<file path="src/rtl/mbx_pkg.sv">
package mbx_pkg;

  localparam logic [1:0] SLOT_CTRL = 2'd0;
  localparam logic [1:0] SLOT_LO   = 2'd1;
  localparam logic [1:0] SLOT_HI   = 2'd2;

  localparam logic [31:0] IDLE_WORD = 32'h8000_0000;

  typedef enum logic [2:0] {
    RES_OK       = 3'd0,
    RES_RECOVERY = 3'd1,
    RES_BUSY     = 3'd2,
    RES_TIMEOUT  = 3'd3,
    RES_STATUS   = 3'd4
  } mbx_res_e;

  typedef enum logic [3:0] {
    S_IDLE, S_REC_RD, S_REC_CHK, S_PRE_RD, S_PRE_CHK,
    S_WR_LO, S_WR_HI, S_WR_CMD, S_POST_RD, S_POST_CHK,
    S_STS_RD, S_STS_CHK
  } mbx_state_e;

  function automatic logic mbx_is_idle(input logic [31:0] w);
    return w == IDLE_WORD;
  endfunction

  function automatic logic mbx_in_recovery(input logic [31:0] w);
    return w[30];
  endfunction

  function automatic logic [15:0] mbx_status(input logic [31:0] w);
    return w[15:0];
  endfunction

  function automatic logic [31:0] mbx_cmd_word(input logic [7:0] code);
    return {8'h00, code, 16'h0000};
  endfunction

endpackage

</file>
<file path="src/rtl/mbx_wait_timer.sv">
module mbx_wait_timer #(
  parameter int TIMEOUT_CYCLES = 125_000_000
) (
  input  logic clk,
  input  logic rst_n,
  input  logic clr,
  output logic expired
);
  localparam int CNT_W = $clog2(TIMEOUT_CYCLES + 1);
  localparam logic [CNT_W-1:0] LIMIT = CNT_W'(TIMEOUT_CYCLES);

  logic [CNT_W-1:0] cnt;

  always_ff @(posedge clk) begin
    if (!rst_n || clr)  cnt <= '0;
    else if (cnt != LIMIT) cnt <= cnt + 1'b1;
  end

  assign expired = (cnt == LIMIT);


  timer_bound_chk: assert property (@(posedge clk) disable iff (!rst_n)
    cnt <= LIMIT);


  timer_restart_chk: assert property (@(posedge clk) disable iff (!rst_n)
    clr |=> !expired);

endmodule

</file>
<file path="src/rtl/mbx_seq.sv">
module mbx_seq
  import mbx_pkg::*;
#(
  parameter logic [7:0] CMD_CODE = 8'h64
) (
  input  logic        clk,
  input  logic        rst_n,
  input  logic        start,
  input  logic [63:0] buf_addr,
  input  logic [31:0] mb_rdata,
  input  logic        tmr_expired,
  output logic        tmr_clr,
  output logic        mb_rd,
  output logic        mb_we,
  output logic [1:0]  mb_addr,
  output logic [31:0] mb_wdata,
  output logic        fin,
  output mbx_res_e    fin_code,
  output logic        busy
);
  mbx_state_e state, nxt;
  logic [63:0] addr_q;
  logic        accept;
  logic        wrote_q;
  logic        rd_idle;

  assign accept  = start && (state == S_IDLE);
  assign rd_idle = mbx_is_idle(mb_rdata);
  assign busy    = (state != S_IDLE);

  always_comb begin
    nxt      = state;
    fin      = 1'b0;
    fin_code = RES_OK;
    unique case (state)
      S_IDLE:    if (start) nxt = S_REC_RD;
      S_REC_RD:  nxt = S_REC_CHK;
      S_REC_CHK: begin
        if (mbx_in_recovery(mb_rdata)) begin
          fin = 1'b1; fin_code = RES_RECOVERY; nxt = S_IDLE;
        end else nxt = S_PRE_RD;
      end
      S_PRE_RD:  nxt = S_PRE_CHK;
      S_PRE_CHK: begin
        if (rd_idle) nxt = S_WR_LO;
        else if (tmr_expired) begin
          fin = 1'b1; fin_code = RES_BUSY; nxt = S_IDLE;
        end else nxt = S_PRE_RD;
      end
      S_WR_LO:   nxt = S_WR_HI;
      S_WR_HI:   nxt = S_WR_CMD;
      S_WR_CMD:  nxt = S_POST_RD;
      S_POST_RD: nxt = S_POST_CHK;
      S_POST_CHK: begin
        if (rd_idle) nxt = S_STS_RD;
        else if (tmr_expired) begin
          fin = 1'b1; fin_code = RES_TIMEOUT; nxt = S_IDLE;
        end else nxt = S_POST_RD;
      end
      S_STS_RD:  nxt = S_STS_CHK;
      S_STS_CHK: begin
        fin = 1'b1;
        fin_code = (mbx_status(mb_rdata) != 16'h0) ? RES_STATUS : RES_OK;
        nxt = S_IDLE;
      end
      default:   nxt = S_IDLE;
    endcase
  end

  always_comb begin
    mb_rd    = 1'b0;
    mb_we    = 1'b0;
    mb_addr  = SLOT_CTRL;
    mb_wdata = '0;
    case (state)
      S_REC_RD, S_PRE_RD, S_POST_RD, S_STS_RD: mb_rd = 1'b1;
      S_WR_LO:  begin mb_we = 1'b1; mb_addr = SLOT_LO; mb_wdata = addr_q[31:0];  end
      S_WR_HI:  begin mb_we = 1'b1; mb_addr = SLOT_HI; mb_wdata = addr_q[63:32]; end
      S_WR_CMD: begin mb_we = 1'b1; mb_wdata = mbx_cmd_word(CMD_CODE); end
      default: ;
    endcase
  end

  // timer restarts at the entry of each wait phase
  assign tmr_clr = (state == S_REC_CHK) || (state == S_WR_CMD);

  always_ff @(posedge clk) begin
    if (!rst_n) begin
      state   <= S_IDLE;
      addr_q  <= '0;
      wrote_q <= 1'b0;
    end else begin
      state <= nxt;
      if (accept) begin
        addr_q  <= buf_addr;
        wrote_q <= 1'b0;
      end else if (mb_we) begin
        wrote_q <= 1'b1;
      end
    end
  end


  port_exclusive_chk: assert property (@(posedge clk) disable iff (!rst_n)
    !(mb_rd && mb_we));


  hi_after_lo_chk: assert property (@(posedge clk) disable iff (!rst_n)
    (mb_we && mb_addr == SLOT_HI) |-> $past(mb_we && mb_addr == SLOT_LO));


  cmd_after_hi_chk: assert property (@(posedge clk) disable iff (!rst_n)
    (mb_we && mb_addr == SLOT_CTRL) |-> $past(mb_we && mb_addr == SLOT_HI));


  recovery_silent_chk: assert property (@(posedge clk) disable iff (!rst_n)
    (fin && fin_code == RES_RECOVERY) |-> !wrote_q);


  busy_silent_chk: assert property (@(posedge clk) disable iff (!rst_n)
    (fin && fin_code == RES_BUSY) |-> !wrote_q);


  first_access_read_chk: assert property (@(posedge clk) disable iff (!rst_n)
    accept |=> (mb_rd && mb_addr == SLOT_CTRL));

endmodule

</file>
<file path="src/rtl/mbx_result.sv">
module mbx_result
  import mbx_pkg::*;
(
  input  logic     clk,
  input  logic     rst_n,
  input  logic     fin,
  input  mbx_res_e fin_code,
  output logic     done,
  output mbx_res_e result
);
  always_ff @(posedge clk) begin
    if (!rst_n) begin
      done   <= 1'b0;
      result <= RES_OK;
    end else begin
      done <= fin;
      if (fin) result <= fin_code;
    end
  end


  done_pulse_chk: assert property (@(posedge clk) disable iff (!rst_n)
    done |=> !done);


  result_hold_chk: assert property (@(posedge clk) disable iff (!rst_n)
    !done |-> $stable(result));

endmodule

</file>
<file path="src/rtl/mbx_cmd_engine.sv">
module mbx_cmd_engine
  import mbx_pkg::*;
#(
  parameter int         TIMEOUT_CYCLES = 125_000_000,
  parameter logic [7:0] CMD_CODE       = 8'h64
) (
  input  logic        clk,
  input  logic        rst_n,
  input  logic        start,
  input  logic [63:0] buf_addr,
  output logic        busy,
  output logic        done,
  output logic [2:0]  result,
  output logic        mb_rd,
  output logic        mb_we,
  output logic [1:0]  mb_addr,
  output logic [31:0] mb_wdata,
  input  logic [31:0] mb_rdata
);
  logic     tmr_clr;
  logic     tmr_expired;
  logic     fin;
  mbx_res_e fin_code;
  mbx_res_e res_q;

  mbx_wait_timer #(.TIMEOUT_CYCLES(TIMEOUT_CYCLES)) u_timer (
    .clk     (clk),
    .rst_n   (rst_n),
    .clr     (tmr_clr),
    .expired (tmr_expired)
  );

  mbx_seq #(.CMD_CODE(CMD_CODE)) u_seq (
    .clk         (clk),
    .rst_n       (rst_n),
    .start       (start),
    .buf_addr    (buf_addr),
    .mb_rdata    (mb_rdata),
    .tmr_expired (tmr_expired),
    .tmr_clr     (tmr_clr),
    .mb_rd       (mb_rd),
    .mb_we       (mb_we),
    .mb_addr     (mb_addr),
    .mb_wdata    (mb_wdata),
    .fin         (fin),
    .fin_code    (fin_code),
    .busy        (busy)
  );

  mbx_result u_result (
    .clk      (clk),
    .rst_n    (rst_n),
    .fin      (fin),
    .fin_code (fin_code),
    .done     (done),
    .result   (res_q)
  );

  assign result = res_q;


  idle_quiet_chk: assert property (@(posedge clk) disable iff (!rst_n)
    !busy |-> (!mb_rd && !mb_we));

endmodule

</file>
<file path="config.mk">
export PLATFORM = sky130hd
export DESIGN_NAME = mbx_cmd_engine
export DESIGN_NICKNAME = d
export VERILOG_FILES = /design/src/rtl/mbx_pkg.sv /design/src/rtl/mbx_wait_timer.sv /design/src/rtl/mbx_seq.sv /design/src/rtl/mbx_result.sv /design/src/rtl/mbx_cmd_engine.sv
export SDC_FILE = /design/constraint.sdc
export NUM_CORES = 1
export LEC_CHECK = 0
export BUFFER_PORTS_ARGS = -buffer_cell sky130_fd_sc_hd__buf_2
export CAP_MARGIN = 40
export CELL_PAD_IN_SITES_DETAIL_PLACEMENT = 0
export CELL_PAD_IN_SITES_GLOBAL_PLACEMENT = 1
export CORE_MARGIN = 2
export CORE_UTILIZATION = 33
export CTS_CLUSTER_SIZE = 10
export DETAILED_ROUTE_END_ITERATION = 8
export GPL_ROUTABILITY_DRIVEN = 0
export GPL_TIMING_DRIVEN = 0
export HOLD_SLACK_MARGIN = 0.12
export PLACE_DENSITY = 0.73
export SYNTH_ARGS = -nofsm -noshare
export SYNTH_HDL_FRONTEND = slang
export SYNTH_SLANG_ARGS = --single-unit
</file>
<file path="constraint.sdc">
create_clock -name clk -period 2 [get_ports clk]
set_input_delay 0.4 -clock clk [delete_from_list [all_inputs] [get_ports clk]]
set_output_delay 0.4 -clock clk [all_outputs]
set_load 0.01 [all_outputs]
</file>
==> results of run 1 <==
worst max-delay path: cells and delay by family (launching register included):
kind            cells  cell delay, ns
buf+inv             4            0.59
flops               1            0.35
simple gates        2            0.23
compound gates      1            0.16
state kept, by name, indices dropped and copies added (netlist names):
register,count
u_timer.cnt,27
u_seq.state,4
u_result.done,1
u_seq.addr_q,64
u_result.result,3
placed cells by master, fill, tap and decap left out, types with 8 or more instances in the layout:
cell / netlist / final
nor4_1: 14 / 10
clkbuf_1: 37 / 22
xnor2_1: 16 / 16
nand2_1: 146 / 144
buf_2: 0 / 137
nand4_1: 8 / 8
buf_4: 0 / 12
buf_8: 0 / 12
a21oi_1: 76 / 76
nor2_1: 34 / 34
clkbuf_16: 0 / 11
a22o_1: 29 / 29
xor2_1: 8 / 8
dfxtp_1: 99 / 92
o21ai_0: 11 / 9
nand3_1: 14 / 12
repair_timing:
| action | 4_1_cts | 5_1_grt |
|---|---|---|
| gates resized for setup | 58 | 41 |
| pin swaps | 21 | 20 |
| buffers inserted | 11 | 5 |
| cloned | 6 | 0 |
| setup endpoints to repair | 103 | 101 |
power groups by stage:
stage | Combinational, uW | Clock, uW | Sequential, uW
2_1_floorplan | 407 | 0 | 2220
3_3_place_gp | 643 | 0 | 2240
6_report | 701 | 1670 | 2210
3_5_place_dp | 658 | 0 | 2250
5_1_grt | 791 | 1780 | 2220
4_1_cts | 691 | 1710 | 2200
metrics by stage:
stage | power (uW) | setup slack [ns] | setup TNS (ns) | std cells | hold WS [ns]
floorplan | 2630 | 0.02267 | 0 | 554 | 0.4328
CTS | 4607 | -0.09770 | -1.828 | 897 | 0.2763
finish | 4575 | -0.08871 | -1.480 | 902 | 0.2866
global placement | 2888 | -0.6351 | -28.73 | 865 | 0.4419
global route | 4796 | -0.1488 | -3.104 | 902 | 0.2915
detailed placement | 2905 | -0.6216 | -26.70 | 866 | 0.4446
area by class of cell:
cell class	instances	area (sq um)	share of cell area, %
buffer	35	259.0	4.278
clock buffer	13	260.3	4.298
clock inverter	3	22.52	0.3720
inverter	10	42.54	0.7026
multi-input combinational	408	2317	38.27
sequential	99	1993	32.92
tap	172	215.2	3.554
timing repair buffer	162	944.7	15.60
layer usage:
metal  track usage [%]  up-vias  share of wire [%]
met5                 0        -                  0
met4             5.804        0                1.6
met3             4.262       17                4.7
met2             31.54      105                 47
met1             24.41     2110                 47
li1                  -     2253                  -
cell families (layout without fill, tap and decap cells):
family          count (synthesis)  after routing  share of synthesized area [%]
fa+ha+maj                       2              2                         0.5741
compound gates                127            127                          18.03
buf+inv                        47            223                          4.048
xor+xnor                       24             24                          4.823
flops                          99             99                          45.48
mux                             2              2                         0.4594
simple gates                  253            253                          26.59
worst max-delay path by stage:
stage / start / end / slack, ns / cells past startpoint
final: u_seq.state[2]$_SDFFE_PN0P_ / mb_wdata[9] / -0.09 / 7
after detailed placement: u_seq.state[2]$_SDFFE_PN0P_ / mb_wdata[20] / -0.62 / 6
after CTS: u_timer.cnt[3]$_SDFFE_PP0N_ / u_result.result[0]$_SDFFE_PN0P_ / -0.1 / 5
after global placement: u_seq.state[2]$_SDFFE_PN0P_ / mb_wdata[14] / -0.64 / 6
after floorplan: u_timer.cnt[15]$_SDFFE_PP0N_ / u_result.result[0]$_SDFFE_PN0P_ / 0.02 / 5
after global routing: u_timer.cnt[15]$_SDFFE_PP0N_ / u_result.result[0]$_SDFFE_PN0P_ / -0.15 / 5
==> results.cfg, run 1 <==
[status]
status = finished with violations
failed_checks = setup timing

[sta]
finalCritPeriodShare_pct = 104.4
setup_viol_count_final = 30
grt_setup_unrepaired = yes
finalMaxSlewViolations = 0
layout_setup_ws_ns = -0.08871
fin_crit_ns = 2.089
worst_pin_slew_ns = 0.6690
finalHoldViolCount = 0
fin_skew_ns = 0.005416
fmax_ghz = 0.4788
max_slew_margin_pct = 54.93

[routing]
wl_per_cell_um = 14.86
drt_iter0_markers = 250
drc = 0
antenna_left = 0
vias = 4485
wl_mm = 13.40
viasPerCell = 4.972
firstDrtPassIters = 4

[grt]
grt_max_degree = 16
grt_pass1_vias = 4412
grt_usage_pct = 18.94
overflow = 0
grt_pass1_wl_mm = 21.69
grt_antenna_before_repair = 0

[power_and_ir_drop]
irDropWorstVdd_v = 0.0003845
swShare_pct = 27.83
power.leakage_uw = 0.002442
seq_power_share_pct = 48.3
combPwrFrac_pct = 15.3
p_int_uw = 3302
switching_power_uw = 1273
pwr-share-clk_pct = 36.4
power.density_nw_per_um2 = 755.6

[floorplanning]
die_area_sq_um = 14140
die_x_um = 118.9
die_h_um = 118.9
row_count = 41
initial_core_util_pct = 34.12
core_sq_um = 12770
io_pins = 140

[worst_setup_path]
max_stage_delay_ns = 0.35
crit_slowest_cell = dfxtp_2
r2r_cells = 5
start_kind = register
critical_path_class = reg -> out
arrival_ns = 1.69
timing.rr.start = u_timer.cnt[18]$_SDFFE_PP0N_
worstPathCellList = buf_8 > nand2_4 > nor3_4 > buf_6 > buf_8 > a22o_1 > buf_2
critPathMaxFanout = 6
crit_path_end_kind = output pin
worstPathRequired_ns = 1.60
r2r_slack_ns = -0.08
crit_path_frequent_cell = buf_8
r2r-end = u_result.result[0]$_SDFFE_PN0P_

[cts]
clk_latency_ns = 0.35
clock-sinks = 99
cts_hold_buffers = 0
numCtsBuffers = 9
cts_buffer_depth = 2
cts_tree = done
cts_root_buf = clkbuf_16
cts_max_level = 3
clk_pin_slew_ns = 0.07

[synth]
synth_warnings = 0
ys.flop_type = dfxtp_1
synth_commonest_cells = 146 x nand2_1, 99 x dfxtp_1, 76 x a21oi_1
syn_nets = 655
synth_cell_types = 42
synth_edf_count = 0
syn_area_per_cell_sq_um = 7.866
synth_most_common_cell = nand2_1
ys_seq_area_share_pct = 45.48
ys_async_sr_fraction_pct = 0
syn_area_sq_um = 4358
ys_ff_latch = 99
synth_top_area_cell = dfxtp_1
synth_top_area_share_pct = 45.48
synth_cells = 554
yosys-top-cells-area = dfxtp_1 45%, nand2_1 13%, a21oi_1 8.7%

[place]
dp_hpwl_mm = 9.492
numPortBuffers = 139
post_dp_cell_area_sq_um = 5276

[worst_hold_path]
min_from = buf_addr[16]
hold_path.class = in -> reg
min_to = u_seq.addr_q[16]$_SDFFE_PN0P_
whs_path_depth = 3

[layout]
final_area_sq_um = 6055
drive_gt1_share_pct = 30.27
syn2layout_area_growth_pct = 38.93
n_fill_cell = 1267
fin_nets = 826
fin_util_pct = 47.40
n_antenna_cell = 0

[job]
maxCapViolCount = 0
Note: power is estimated with default switching activity, not from simulation.
==> run 2: changes to the inputs <==
MAX_ROUTING_LAYER = met4   (was default)
==> results.cfg, run 2 (synthesis results as in run 1) <==
[layout]
fin_util_pct = 47.40
fin_nets = 826
seq_area_sq_um = 1993
n_antenna_cell = 0
multi_input_area_sq_um = 2317
largest_reg_flops = 64
layout_commonest_cell = nand2_1
drive_gt1_share_pct = 30.27
final_cell_mix = 144 x nand2_1, 137 x buf_2, 92 x dfxtp_1
reg.largest.list = u_seq.addr_q (64), u_timer.cnt (27), u_seq.state (4)
final_area_sq_um = 6055
top_register = u_seq.addr_q
n_fill_cell = 1267
syn2layout_area_growth_pct = 38.93

[sta]
finalCritPeriodShare_pct = 104.9
finalMaxSlewViolations = 0
max_slew_margin_pct = 54.93
fin_crit_ns = 2.099
finalSetupTns_ns = -1.460
fin_skew_ns = 0.004669
layout_setup_ws_ns = -0.09855
fmax_ghz = 0.4765
finalHoldViolCount = 0
setup_viol_count_final = 30
grt_setup_unrepaired = yes
worst_pin_slew_ns = 0.6690

[grt]
grt_max_degree = 16
grtUsageMet2_pct = 31.54
overflow = 0
grt-busiest-layer = met2
grt_pass1_vias = 4409
grt_antenna_before_repair = 0
grt_usage_pct = 19.48
grt_pass1_wl_mm = 21.68
grt_use_met3_pct = 4.119
use_met1_pct = 24.50

[power_and_ir_drop]
irDropWorstVdd_v = 0.0003844
power.leakage_uw = 0.002442
total_power_uw = 4570
power.density_nw_per_um2 = 754.9

[cts]
numCtsBuffers = 9
clk_latency_ns = 0.34
cts_hold_buffers = 0
cts_buffer_depth = 2
cts_max_level = 3
clock-sinks = 99
clk_pin_slew_ns = 0.07
cts_tree = done
cts_root_buf = clkbuf_16

[worst_setup_path]
crit_path_end_kind = output pin
r2r_slack_ns = -0.08
arrival_ns = 1.70
r2r-end = u_result.result[0]$_SDFFE_PN0P_
worstPathRequired_ns = 1.60
critPathMaxFanout = 6
timing.rr.start = u_timer.cnt[18]$_SDFFE_PP0N_
start_kind = register
r2r_cells = 5
critical_path_class = reg -> out

[routing]
vias = 4482
drt_iter0_markers = 259
viasPerCell = 4.969
firstDrtPassIters = 4
wl_per_cell_um = 14.85
drc = 0
antenna_left = 0
wl_mm = 13.40

[status]
status = finished with violations
failed_checks = setup timing

[job]
maxCapViolCount = 0

[floorplanning]
die_area_sq_um = 14140
die_h_um = 118.9
die_x_um = 118.9
row_count = 41
core_sq_um = 12770
initial_core_util_pct = 34.12
io_pins = 140

[worst_hold_path]
whs_path_depth = 3
min_to = u_seq.addr_q[16]$_SDFFE_PN0P_
min_from = buf_addr[16]
hold_path.class = in -> reg

[place]
pre_cts_slack_ns = -0.6216
numPortBuffers = 139
dp_hpwl_mm = 9.492
post_dp_cell_area_sq_um = 5276
==> run 2: cell counts in the layout (fill, tap and decap cells not counted) <==
Identical to the previous run, type by type.
==> run 2: worst max path at each step <==
| stage | from | end | cells past startpoint |
|---|---|---|---|
| after floorplan | u_timer.cnt[15]$_SDFFE_PP0N_ | u_result.result[0]$_SDFFE_PN0P_ | 5 |
| after global placement | u_seq.state[2]$_SDFFE_PN0P_ | mb_wdata[14] | 6 |
| after detailed placement | u_seq.state[2]$_SDFFE_PN0P_ | mb_wdata[20] | 6 |
| after CTS | u_timer.cnt[3]$_SDFFE_PP0N_ | u_result.result[0]$_SDFFE_PN0P_ | 5 |
| after global routing | u_timer.cnt[15]$_SDFFE_PP0N_ | u_result.result[0]$_SDFFE_PN0P_ | 5 |
| final | u_seq.state[2]$_SDFFE_PN0P_ | mb_wdata[9] | 7 |
==> run 2: worst max-delay path, cell delays in order, from the launching register on <==
cell	delay, ns
dfxtp_2	0.35
buf_8	0.13
nand2_4	0.06
nor3_4	0.17
buf_6	0.19
buf_8	0.14
a22o_1	0.17
buf_2	0.14
==> run 2: repair_timing <==
item	4_1_cts	5_1_grt
setup endpoints to repair	103	101
gates cloned	6	0
buffers inserted	11	5
pin swaps	21	20
resized for setup	58	41
==> run 2: area by class of cell <==
class	instances	share of cell area, %
plain buffers	35	4.278
clock buffers	13	4.298
clock inverters	3	0.3720
inverters	10	0.7026
multi-input cells	408	38.27
flip-flops and latches	99	32.92
well taps	172	3.554
repair buffers	162	15.60
==> run 2: through the flow <==
step / cells / hold slack (ns)
final: 902 / 0.2894
after global routing: 902 / 0.2915
after CTS: 897 / 0.2763
after detailed placement: 866 / 0.4446
after global placement: 865 / 0.4419
after floorplan: 554 / 0.4328
==> run 2: metal layers <==
layer	vias to the layer above	part of all wire (%)
li1	2254	-
met1	2101	47
met2	110	47
met3	17	4.5
met4	0	1.5
met5	-	0
==> run 2: power by group <==
| group | switching [uW] | internal (uW) | total [uW] | leakage [uW] |
|---|---|---|---|---|
| sequential | 89.8 | 2120 | 2210 | 0.000811 |
| clock | 749 | 913 | 1660 | 0.000128 |
| combinational | 430 | 271 | 701 | 0.00150 |
| total | 1270 | 3300 | 4570 | 0.00244 |
